File: src/rtl/ima_pkg.sv
package ima_pkg;
    localparam int MSEL_W = 3;
    localparam int OPC_W  = 6;
    localparam logic [OPC_W-2:0] OPC_INDIRECT = 5'b10011;

    typedef enum logic {
        ST_IDLE   = 1'b0,
        ST_RD_OUT = 1'b1
    } rd_state_e;
endpackage

File: src/rtl/ima_decode.sv
module ima_decode
    import ima_pkg::*;
(
    input  logic                    cmd_valid_i,
    input  logic [OPC_W+MSEL_W-1:0] instr_i,
    input  logic                    wr_n_i,
    input  logic                    addr_strobe_i,
    output logic                    acc_o,
    output logic                    wr_o,
    output logic                    rd_o,
    output logic                    dec_o,
    output logic [MSEL_W-1:0]       msel_o
);
    always_comb begin
        acc_o  = cmd_valid_i && addr_strobe_i && (instr_i[OPC_W-1:1] == OPC_INDIRECT);
        wr_o   = acc_o && !wr_n_i;
        rd_o   = acc_o && wr_n_i;
        dec_o  = instr_i[0];
        msel_o = instr_i[OPC_W+MSEL_W-1:OPC_W];
    end
endmodule

File: src/rtl/ima_mask_bank.sv
module ima_mask_bank
    import ima_pkg::*;
#(
    parameter int WORD_W = 64
) (
    input  logic              clk_i,
    input  logic              rst_ni,
    input  logic              ld_i,
    input  logic [MSEL_W-1:0] ld_sel_i,
    input  logic [WORD_W-1:0] ld_val_i,
    input  logic [MSEL_W-1:0] rd_sel_i,
    output logic [WORD_W-1:0] mask_o
);
    localparam int NMASK = 1 << MSEL_W;

    logic [WORD_W-1:0] bank_w [NMASK];

    for (genvar i = 0; i < NMASK; i++) begin : g_mask
        if (i == 0) begin : g_zero
            assign bank_w[i] = '0;
        end else begin : g_reg
            logic [WORD_W-1:0] msk_q;
            always_ff @(posedge clk_i or negedge rst_ni) begin
                if (!rst_ni) begin
                    msk_q <= '0;
                end else if (ld_i && (ld_sel_i == MSEL_W'(i))) begin
                    msk_q <= ld_val_i;
                end
            end
            assign bank_w[i] = msk_q;
        end
    end

    assign mask_o = bank_w[rd_sel_i];
endmodule

File: src/rtl/ima_array.sv
module ima_array #(
    parameter int DEPTH = 16,
    parameter int BUS_W = 32,
    parameter int AW    = $clog2(DEPTH)
) (
    input  logic             clk_i,
    input  logic             rst_ni,
    input  logic             we_i,
    input  logic [AW-1:0]    addr_i,
    input  logic             hi_i,
    input  logic [BUS_W-1:0] wdata_i,
    input  logic [BUS_W-1:0] prot_i,
    input  logic             vld_n_i,
    output logic [BUS_W-1:0] rdata_o,
    output logic             rvld_n_o
);
    logic [BUS_W-1:0] lo_w  [DEPTH];
    logic [BUS_W-1:0] hi_w  [DEPTH];
    logic             vld_w [DEPTH];

    for (genvar w = 0; w < DEPTH; w++) begin : g_word
        logic [BUS_W-1:0] lo_q, hi_q;
        logic             vld_q;
        logic             hit;
        assign hit = we_i && (addr_i == AW'(w));
        always_ff @(posedge clk_i or negedge rst_ni) begin
            if (!rst_ni) begin
                lo_q  <= '0;
                hi_q  <= '0;
                vld_q <= 1'b0;
            end else if (hit) begin
                if (hi_i) begin
                    hi_q <= (hi_q & prot_i) | (wdata_i & ~prot_i);
                end else begin
                    lo_q <= (lo_q & prot_i) | (wdata_i & ~prot_i);
                end
                vld_q <= !vld_n_i;
            end
        end
        assign lo_w[w]  = lo_q;
        assign hi_w[w]  = hi_q;
        assign vld_w[w] = vld_q;
    end

    assign rdata_o  = hi_i ? hi_w[addr_i] : lo_w[addr_i];
    assign rvld_n_o = !vld_w[addr_i];
endmodule

File: src/rtl/ima_ctrl.sv
module ima_ctrl
    import ima_pkg::*;
#(
    parameter int DEPTH = 16,
    parameter int BUS_W = 32,
    parameter int AW    = $clog2(DEPTH)
) (
    input  logic             clk_i,
    input  logic             rst_ni,
    input  logic             acc_i,
    input  logic             rd_i,
    input  logic             dec_i,
    input  logic             ld_i,
    input  logic [AW-1:0]    ld_val_i,
    input  logic [BUS_W-1:0] rdata_i,
    input  logic             rvld_n_i,
    output logic [AW-1:0]    addr_o,
    output logic [BUS_W-1:0] data_o,
    output logic             oe_o,
    output logic             rd_valid_o,
    output logic             vld_n_o
);
    localparam logic [AW-1:0] ADDR_LAST = AW'(DEPTH - 1);

    rd_state_e        st_q, st_d;
    logic [AW-1:0]    addr_q;
    logic [BUS_W-1:0] dat_q;
    logic             vn_q;

    // next-state logic
    always_comb begin
        st_d = st_q;
        unique case (st_q)
            ST_IDLE:   if (rd_i)  st_d = ST_RD_OUT;
            ST_RD_OUT: if (!rd_i) st_d = ST_IDLE;
            default:   st_d = ST_IDLE;
        endcase
    end

    // state register and read capture
    always_ff @(posedge clk_i or negedge rst_ni) begin
        if (!rst_ni) begin
            st_q  <= ST_IDLE;
            dat_q <= '0;
            vn_q  <= 1'b1;
        end else begin
            st_q <= st_d;
            if (rd_i) begin
                dat_q <= rdata_i;
                vn_q  <= rvld_n_i;
            end
        end
    end

    // outputs
    always_comb begin
        rd_valid_o = (st_q == ST_RD_OUT);
        oe_o       = (st_q == ST_RD_OUT);
        data_o     = (st_q == ST_RD_OUT) ? dat_q : '0;
        vld_n_o    = (st_q == ST_RD_OUT) ? vn_q : 1'b1;
    end

    // address pointer with wrap
    always_ff @(posedge clk_i or negedge rst_ni) begin
        if (!rst_ni) begin
            addr_q <= '0;
        end else if (ld_i) begin
            addr_q <= ld_val_i;
        end else if (acc_i) begin
            if (dec_i) begin
                addr_q <= (addr_q == '0) ? ADDR_LAST : addr_q - 1'b1;
            end else begin
                addr_q <= (addr_q == ADDR_LAST) ? '0 : addr_q + 1'b1;
            end
        end
    end

    assign addr_o = addr_q;
endmodule

File: src/rtl/ima_port.sv
module ima_port
    import ima_pkg::*;
#(
    parameter int DEPTH = 16,
    parameter int BUS_W = 32
) (
    input  logic                          clk_i,
    input  logic                          rst_ni,
    input  logic                          cmd_valid_i,
    input  logic [OPC_W+MSEL_W-1:0]       instr_i,
    input  logic                          wr_n_i,
    input  logic                          addr_strobe_i,
    input  logic                          half_hi_i,
    input  logic                          vld_n_i,
    input  logic [BUS_W-1:0]              data_i,
    input  logic                          ld_addr_i,
    input  logic [$clog2(DEPTH)-1:0]      ld_addr_val_i,
    input  logic                          ld_mask_i,
    input  logic [MSEL_W-1:0]             ld_mask_sel_i,
    input  logic [2*BUS_W-1:0]            ld_mask_val_i,
    output logic [BUS_W-1:0]              data_o,
    output logic                          data_oe_o,
    output logic                          rd_valid_o,
    output logic                          vld_n_o
);
    localparam int AW     = $clog2(DEPTH);
    localparam int WORD_W = 2 * BUS_W;

    logic              acc, wr, rd, dec;
    logic [MSEL_W-1:0] msel;
    logic [WORD_W-1:0] mask_full;
    logic [BUS_W-1:0]  prot_half;
    logic [BUS_W-1:0]  rdata;
    logic              rvld_n;
    logic [AW-1:0]     addr_q;

    ima_decode u_dec (
        .cmd_valid_i   (cmd_valid_i),
        .instr_i       (instr_i),
        .wr_n_i        (wr_n_i),
        .addr_strobe_i (addr_strobe_i),
        .acc_o         (acc),
        .wr_o          (wr),
        .rd_o          (rd),
        .dec_o         (dec),
        .msel_o        (msel)
    );

    ima_mask_bank #(.WORD_W(WORD_W)) u_masks (
        .clk_i    (clk_i),
        .rst_ni   (rst_ni),
        .ld_i     (ld_mask_i),
        .ld_sel_i (ld_mask_sel_i),
        .ld_val_i (ld_mask_val_i),
        .rd_sel_i (msel),
        .mask_o   (mask_full)
    );

    assign prot_half = half_hi_i ? mask_full[WORD_W-1:BUS_W] : mask_full[BUS_W-1:0];

    ima_array #(.DEPTH(DEPTH), .BUS_W(BUS_W), .AW(AW)) u_array (
        .clk_i    (clk_i),
        .rst_ni   (rst_ni),
        .we_i     (wr),
        .addr_i   (addr_q),
        .hi_i     (half_hi_i),
        .wdata_i  (data_i),
        .prot_i   (prot_half),
        .vld_n_i  (vld_n_i),
        .rdata_o  (rdata),
        .rvld_n_o (rvld_n)
    );

    ima_ctrl #(.DEPTH(DEPTH), .BUS_W(BUS_W), .AW(AW)) u_ctrl (
        .clk_i      (clk_i),
        .rst_ni     (rst_ni),
        .acc_i      (acc),
        .rd_i       (rd),
        .dec_i      (dec),
        .ld_i       (ld_addr_i),
        .ld_val_i   (ld_addr_val_i),
        .rdata_i    (rdata),
        .rvld_n_i   (rvld_n),
        .addr_o     (addr_q),
        .data_o     (data_o),
        .oe_o       (data_oe_o),
        .rd_valid_o (rd_valid_o),
        .vld_n_o    (vld_n_o)
    );
endmodule

File: config.mk
export PLATFORM = sky130hd
export DESIGN_NAME = ima_port
export DESIGN_NICKNAME = d
export VERILOG_FILES = /design/src/rtl/ima_pkg.sv /design/src/rtl/ima_decode.sv /design/src/rtl/ima_mask_bank.sv /design/src/rtl/ima_array.sv /design/src/rtl/ima_ctrl.sv /design/src/rtl/ima_port.sv
export SDC_FILE = /design/constraint.sdc
export NUM_CORES = 2
export LEC_CHECK = 0
export BUFFER_PORTS_ARGS = -buffer_cell sky130_fd_sc_hd__clkbuf_2
export CAP_MARGIN = 0
export CORE_ASPECT_RATIO = 0.9
export CORE_MARGIN = 2
export CORE_UTILIZATION = 25
export CTS_BUF_LIST = sky130_fd_sc_hd__clkbuf_16
export DETAILED_ROUTE_END_ITERATION = 10
export MAX_ROUTING_LAYER = met4
export PLACE_DENSITY = 0.4
export REMOVE_ABC_BUFFERS = 1
export SLEW_MARGIN = 20
export SYNTH_ARGS = -nofsm -noshare
export SYNTH_HDL_FRONTEND = slang
export SYNTH_SLANG_ARGS = --single-unit
File: constraint.sdc
create_clock -name clk_i -period 3.75 [get_ports clk_i]
set_input_delay 0.75 -clock clk_i [delete_from_list [all_inputs] [get_ports clk_i]]
set_output_delay 0.75 -clock clk_i [all_outputs]
set_load 0.02 [all_outputs]
* Word level (Yosys, flattened, before mapping)
Cells that the tools add are included.
** Word-level totals
- Logic and storage cells :: 241
- Register bits after elaboration :: 1526
- Output and inout port bits :: 35
** Cells by class
- Reductions and logical operators :: 64
- $lt $le $gt $ge :: 2
- Eq/ne operators :: 23
- Multiplexer cells :: 22
- Bitwise gates (word level) :: 69
- Add/sub/neg operators :: 2
** Operators by type and width (number)
- $and 32x32->32 :: 33
- $or 32x32->32 :: 32
- $bmux 32 s4 :: 2
- $mux 32 :: 7
- $bmux 64 s3 :: 1
- $mux 64 :: 2
- $reduce_and 2->1 :: 32
- $eq 4x4->1 const B :: 8
- $not 32->32 :: 1
- $logic_and 1x1->1 :: 27
- $mux 4 :: 5
- $eq 4x3->1 const B :: 4
- $eq 3x3->1 const B :: 4
- $eq 4x2->1 const B :: 2
- $eq 3x2->1 const B :: 2
- $eq 5x5->1 const B :: 1
- $ge 5x5->1 const B :: 1
- $not 4->5 :: 1
- $add 4x1->4 const B :: 1
- $bmux 1 s4 :: 1
- $eq 4x1->1 const B :: 1
- $ge 4x4->1 const B :: 1
- $logic_not 4->1 :: 1
- $mux 1 :: 4
- 6 further kinds :: 8

* Logic depth before layout (Yosys ltp)
- Depth after elaboration :: 8
- Gate-level depth with buffers :: 10
- Gate-level depth less buffers :: 7

* By module
From an unflattened synthesis, not the netlist that was laid out.
** Second synthesis, totals
- Cell total of the unflattened synthesis :: 5815
- Area, all modules :: 73860.8 sq um
** Modules (own cells, without submodules)
- ima_array :: sequential area each 26025.0 sq um, cells each 4287, instances 1, area an instance 51500.6 sq um
- ima_mask_bank :: sequential area each 11210.8 sq um, cells each 1332, instances 1, area an instance 19939.1 sq um
- ima_ctrl :: sequential area each 952.2 sq um, cells each 150, instances 1, area an instance 1798.0 sq um
- ima_port :: sequential area each 0.0 sq um, cells each 36, instances 1, area an instance 544.3 sq um
- ima_decode :: sequential area each 0.0 sq um, cells each 10, instances 1, area an instance 78.8 sq um

* Least setup slack after synthesis
OpenSTA, ideal clock, no wires.
- Path kind :: input to register
- Start point :: in instr_i[6]
- End point :: reg with a tool-made name
- Slack :: 1137 ps
- Buffers on the path :: 4
- Setup time :: 125 ps
- Stages on the path :: 9
- Arrival time :: 2488 ps
- Path through :: buf_6 > buf_6 > buf_6 > mux2_4 > a2111oi_2 > a211o_2 > buf_6 > nand2_1 > mux2_4
** RTL lines
- start: declaration :: RTL line ima_port.sv:10 : input logic [OPC_W+MSEL_W-1:0] instr_i,

* Final worst setup path
- Start point :: reg u_ctrl.st_q (netlist: u_ctrl.oe_o)
- End point :: out data_o[31]
** On the way
- Word-level cells in the longest chain between the ends :: 1
** RTL lines
- start: declaration :: RTL line ima_ctrl.sv:25 : rd_state_e st_q, st_d;
- start signal: assignment :: RTL line ima_ctrl.sv:47 : st_q <= st_d;
- $mux 32 :: RTL line ima_ctrl.sv:59 : data_o = (st_q == ST_RD_OUT) ? dat_q : '0;
- end: declaration :: RTL line ima_port.sv:21 : output logic [BUS_W-1:0] data_o,
Every way passes these cells.

==> results.md <==
* Outcome: complete, no violations
* Largest net degree at the start of global routing at 120
* Largest cells by area after synthesis: dfrtp_1 (51%), mux2_1 (13%), mux2_2 (8.8%)
* Yosys top cell by area: dfrtp_1
* PortBufs at 155
* Die width at 581 um
* Syn. warnings at 0
* Internal cell power at 0.0293 W
* Die ar. at 304000 um^2
* Met3 usage at 2.49%
* Met2 usage at 28.0%
* Setup crit end kind: output pin
* Max-slew violations at 0
* Post-synthesis register bit count at 1526
* Total negative slack at 0 ns
* Crit-path max FO at 31
* Synthesized-area fraction occupied by xor and xnor cells at 0.0117%
* HPWL Detailed at 162000 um
* Drt first pass iters at 7
* Logic pwr share at 12.8%
* Clock Skew at 0.0530 ns
* Avg WL per Cell at 26.3 um
* Core area at 298000 um^2
* Syn Area/Cell at 12.9 um^2
* Htree depth at 4
* Req. time, crit path at 3.00 ns
* Flop pwr share at 45.2%
* Total GRT Usage at 17.8%
* Max-Cap Viols at 0
* Max clock buf depth at 3
* Routing usage on met1 at 24.2%
* Mux share of post-synthesis cell area at 33.3%
* Post_cts resized at 0
* Worst-path clk slew at 0.06 ns
* Period minus WS final at 3.20 ns
* Vias in the first global route at 50926
* Starting Density at 25.1%
* Commonest cells after routing, fill and taps aside: dfrtp_1 (1520), nand2_1 (1018), mux2_1 (891)
* PD cells at 462 nW/um^2
* Asr flop ratio synth at 100%
* Placement Cell Area at 81700 um^2
* Post-Syn Area at 74900 um^2
* Top FF cell, synth: dfrtp_1
* Area share of the largest cell type after synthesis at 51.0%
* Post-synth EDFFs at 0
* Sequential share of the synthesized area at 51.0%
* Final Hold Fails at 0
* Rows at 190
* Syn Inst Count at 5810
* Switching share of power at 27.5%
* CTS tree: yes
* Peak VDD IR at 456 uV
* Initial antenna violation count at 35
* Adder-cell share of the synthesized area at 0.0836%
* Worst Hold Class: input port to flop
* I/O pins at 156
* Power share of the clock group at 42.0%
* Routed Antenna Nets at 0
* Routed WL at 263000 um
* Placer Congestion at 0.749
* Setup CP Type: flop to output pin
* Fmax at 313 MHz
* Final setup fails at 0
* Worst-Margin Slew at 1.07 ns
* Clk sinks at 1526
* RSZ-0062 raised after global routing: no
* Net switching component of the power at 0.0111 W
* DR vias at 48585
* Synth-to-Final Area Change at 16.8%
* Post-route DRC violation count at 0
* Post-synthesis cell type count at 54
* Initial DRC Count at 3000
* Clk root buf: clkbuf_16
* P_leak at 39.3 nW
* Largest family of logic cells by synthesized area: multiplexers
* Crit start category: flop
* Clock Latency Late Sink at 0.85 ns
* Vias per cell at 4.87
* Post-route design area at 87400 um^2
* Chip Height at 523 um
* Ratio of cells with drive above 1 in the final layout at 26.7%
* TritonCTS Buffers at 182
* Total gr overflow at 0
* NumNets Final at 6000
* Worst slew margin at 27.9%
* First-pass GRT wire length at 385000 um
* Busiest grt layer: met2
* Post-synthesis simple-gate area fraction at 6.97%
* Most common cell after layout, fill and taps aside: dfrtp_1
* Final cycle utilization of the critical path at 85.3%
* Post-synthesis compound-gate area fraction at 5.01%
* CP Data Arrival Time at 2.45 ns
-- cells in the mapped netlist, types with 17 or more instances --
cell type and instances:
o22ai_1 46, o21ai_0 107, a211oi_1 33, and3b_1 32
a221oi_1 82, nor2b_1 69, dfrtp_1 1525, clkbuf_1 342
mux2_1 891, nand3_1 17, mux4_2 241, buf_2 59
mux2_4 68, a21oi_1 44, buf_6 31, nor2_1 36
a211o_1 25, a2111oi_0 39, and2_1 36, a22oi_1 44
buf_4 91, o31ai_1 24, nand2_1 1019, mux2_2 586
mux2i_1 187
-- power by group through the flow --
stage               sequential (W)  combinational, W  clock [W]
floorplan                   0.0185           0.00303          0
global placement            0.0185           0.00517          0
detailed placement          0.0185           0.00524          0
CTS                         0.0182           0.00526     0.0175
global route                0.0184           0.00561     0.0183
finish                      0.0182           0.00516     0.0170
-- path summary, 6_finish.rpt --
check,start,to,slack (ns),cells past startpoint
hold / removal,ld_addr_val_i[1],u_ctrl.addr_o[1]$_DFFE_PN0P_,0.23,3
hold reg to reg,u_ctrl.dat_q[16]$_DFFE_PN0P_,u_ctrl.dat_q[16]$_DFFE_PN0P_,0.47,1
min in group asynchronous,rst_ni,u_masks.g_mask[1].g_reg.msk_q[52]$_DFFE_PN0P_,0.48,2
setup / recovery,u_ctrl.oe_o$_DFF_PN0_,data_o[31],0.55,2
setup reg to reg,u_ctrl.addr_o[0]$_DFFE_PN0P_,flop,0.63,6
max in group asynchronous,rst_ni,async pin,1.99,4
-- routing by layer --
layer | up-vias | wire (um)
li1 | 21101 | -
met1 | 26236 | 124000
met2 | 921 | 123000
met3 | 327 | 9810
met4 | 0 | 5710
met5 | - | 0
-- timing repair --
item | CTS | global route
hold buffers | 1 | 0
hold endpoints to repair | 38 | 0
buffers inserted | 0 | 0
-- critical path: stages (launching register included) --
cell and delay (ns):
dfrtp_4 0.85, and2_1 0.48, clkbuf_2 0.25
-- cell type report --
type	count	area, um^2
clock inverters	144	1060
fillers	30085	210000
repair buffers	415	4250
multi-input cells	3739	34300
inverters	10	37.5
clock buffers	182	4550
well taps	3936	4920
flip-flops and latches	1526	38200
diodes	24	60.1
-- metrics by stage --
step           hold slack (ns)  total power, W  setup WS, ns  std cells  util [%]
3_3_place_gp             0.458          0.0237         0.129       9625      27.4
4_1_cts                  0.170          0.0410         0.391       9952      29.3
2_1_floorplan            0.441          0.0215        -11.31       5275         -
5_1_grt                  0.194          0.0423         0.394       9970      29.3
3_5_place_dp             0.463          0.0238         0.163       9625      27.4
6_report                 0.229          0.0404         0.551       9976      29.3
-- cell families after synthesis --
kind of cell	count (synthesis)
muxes	1973
DFF	1526
and+or+nand+nor	1239
buffers and inverters	545
AOI/OAI and AO/OA	521
adders and majority gates	5
xor gates and xnor gates	1
(Power assumes the default switching activity.)
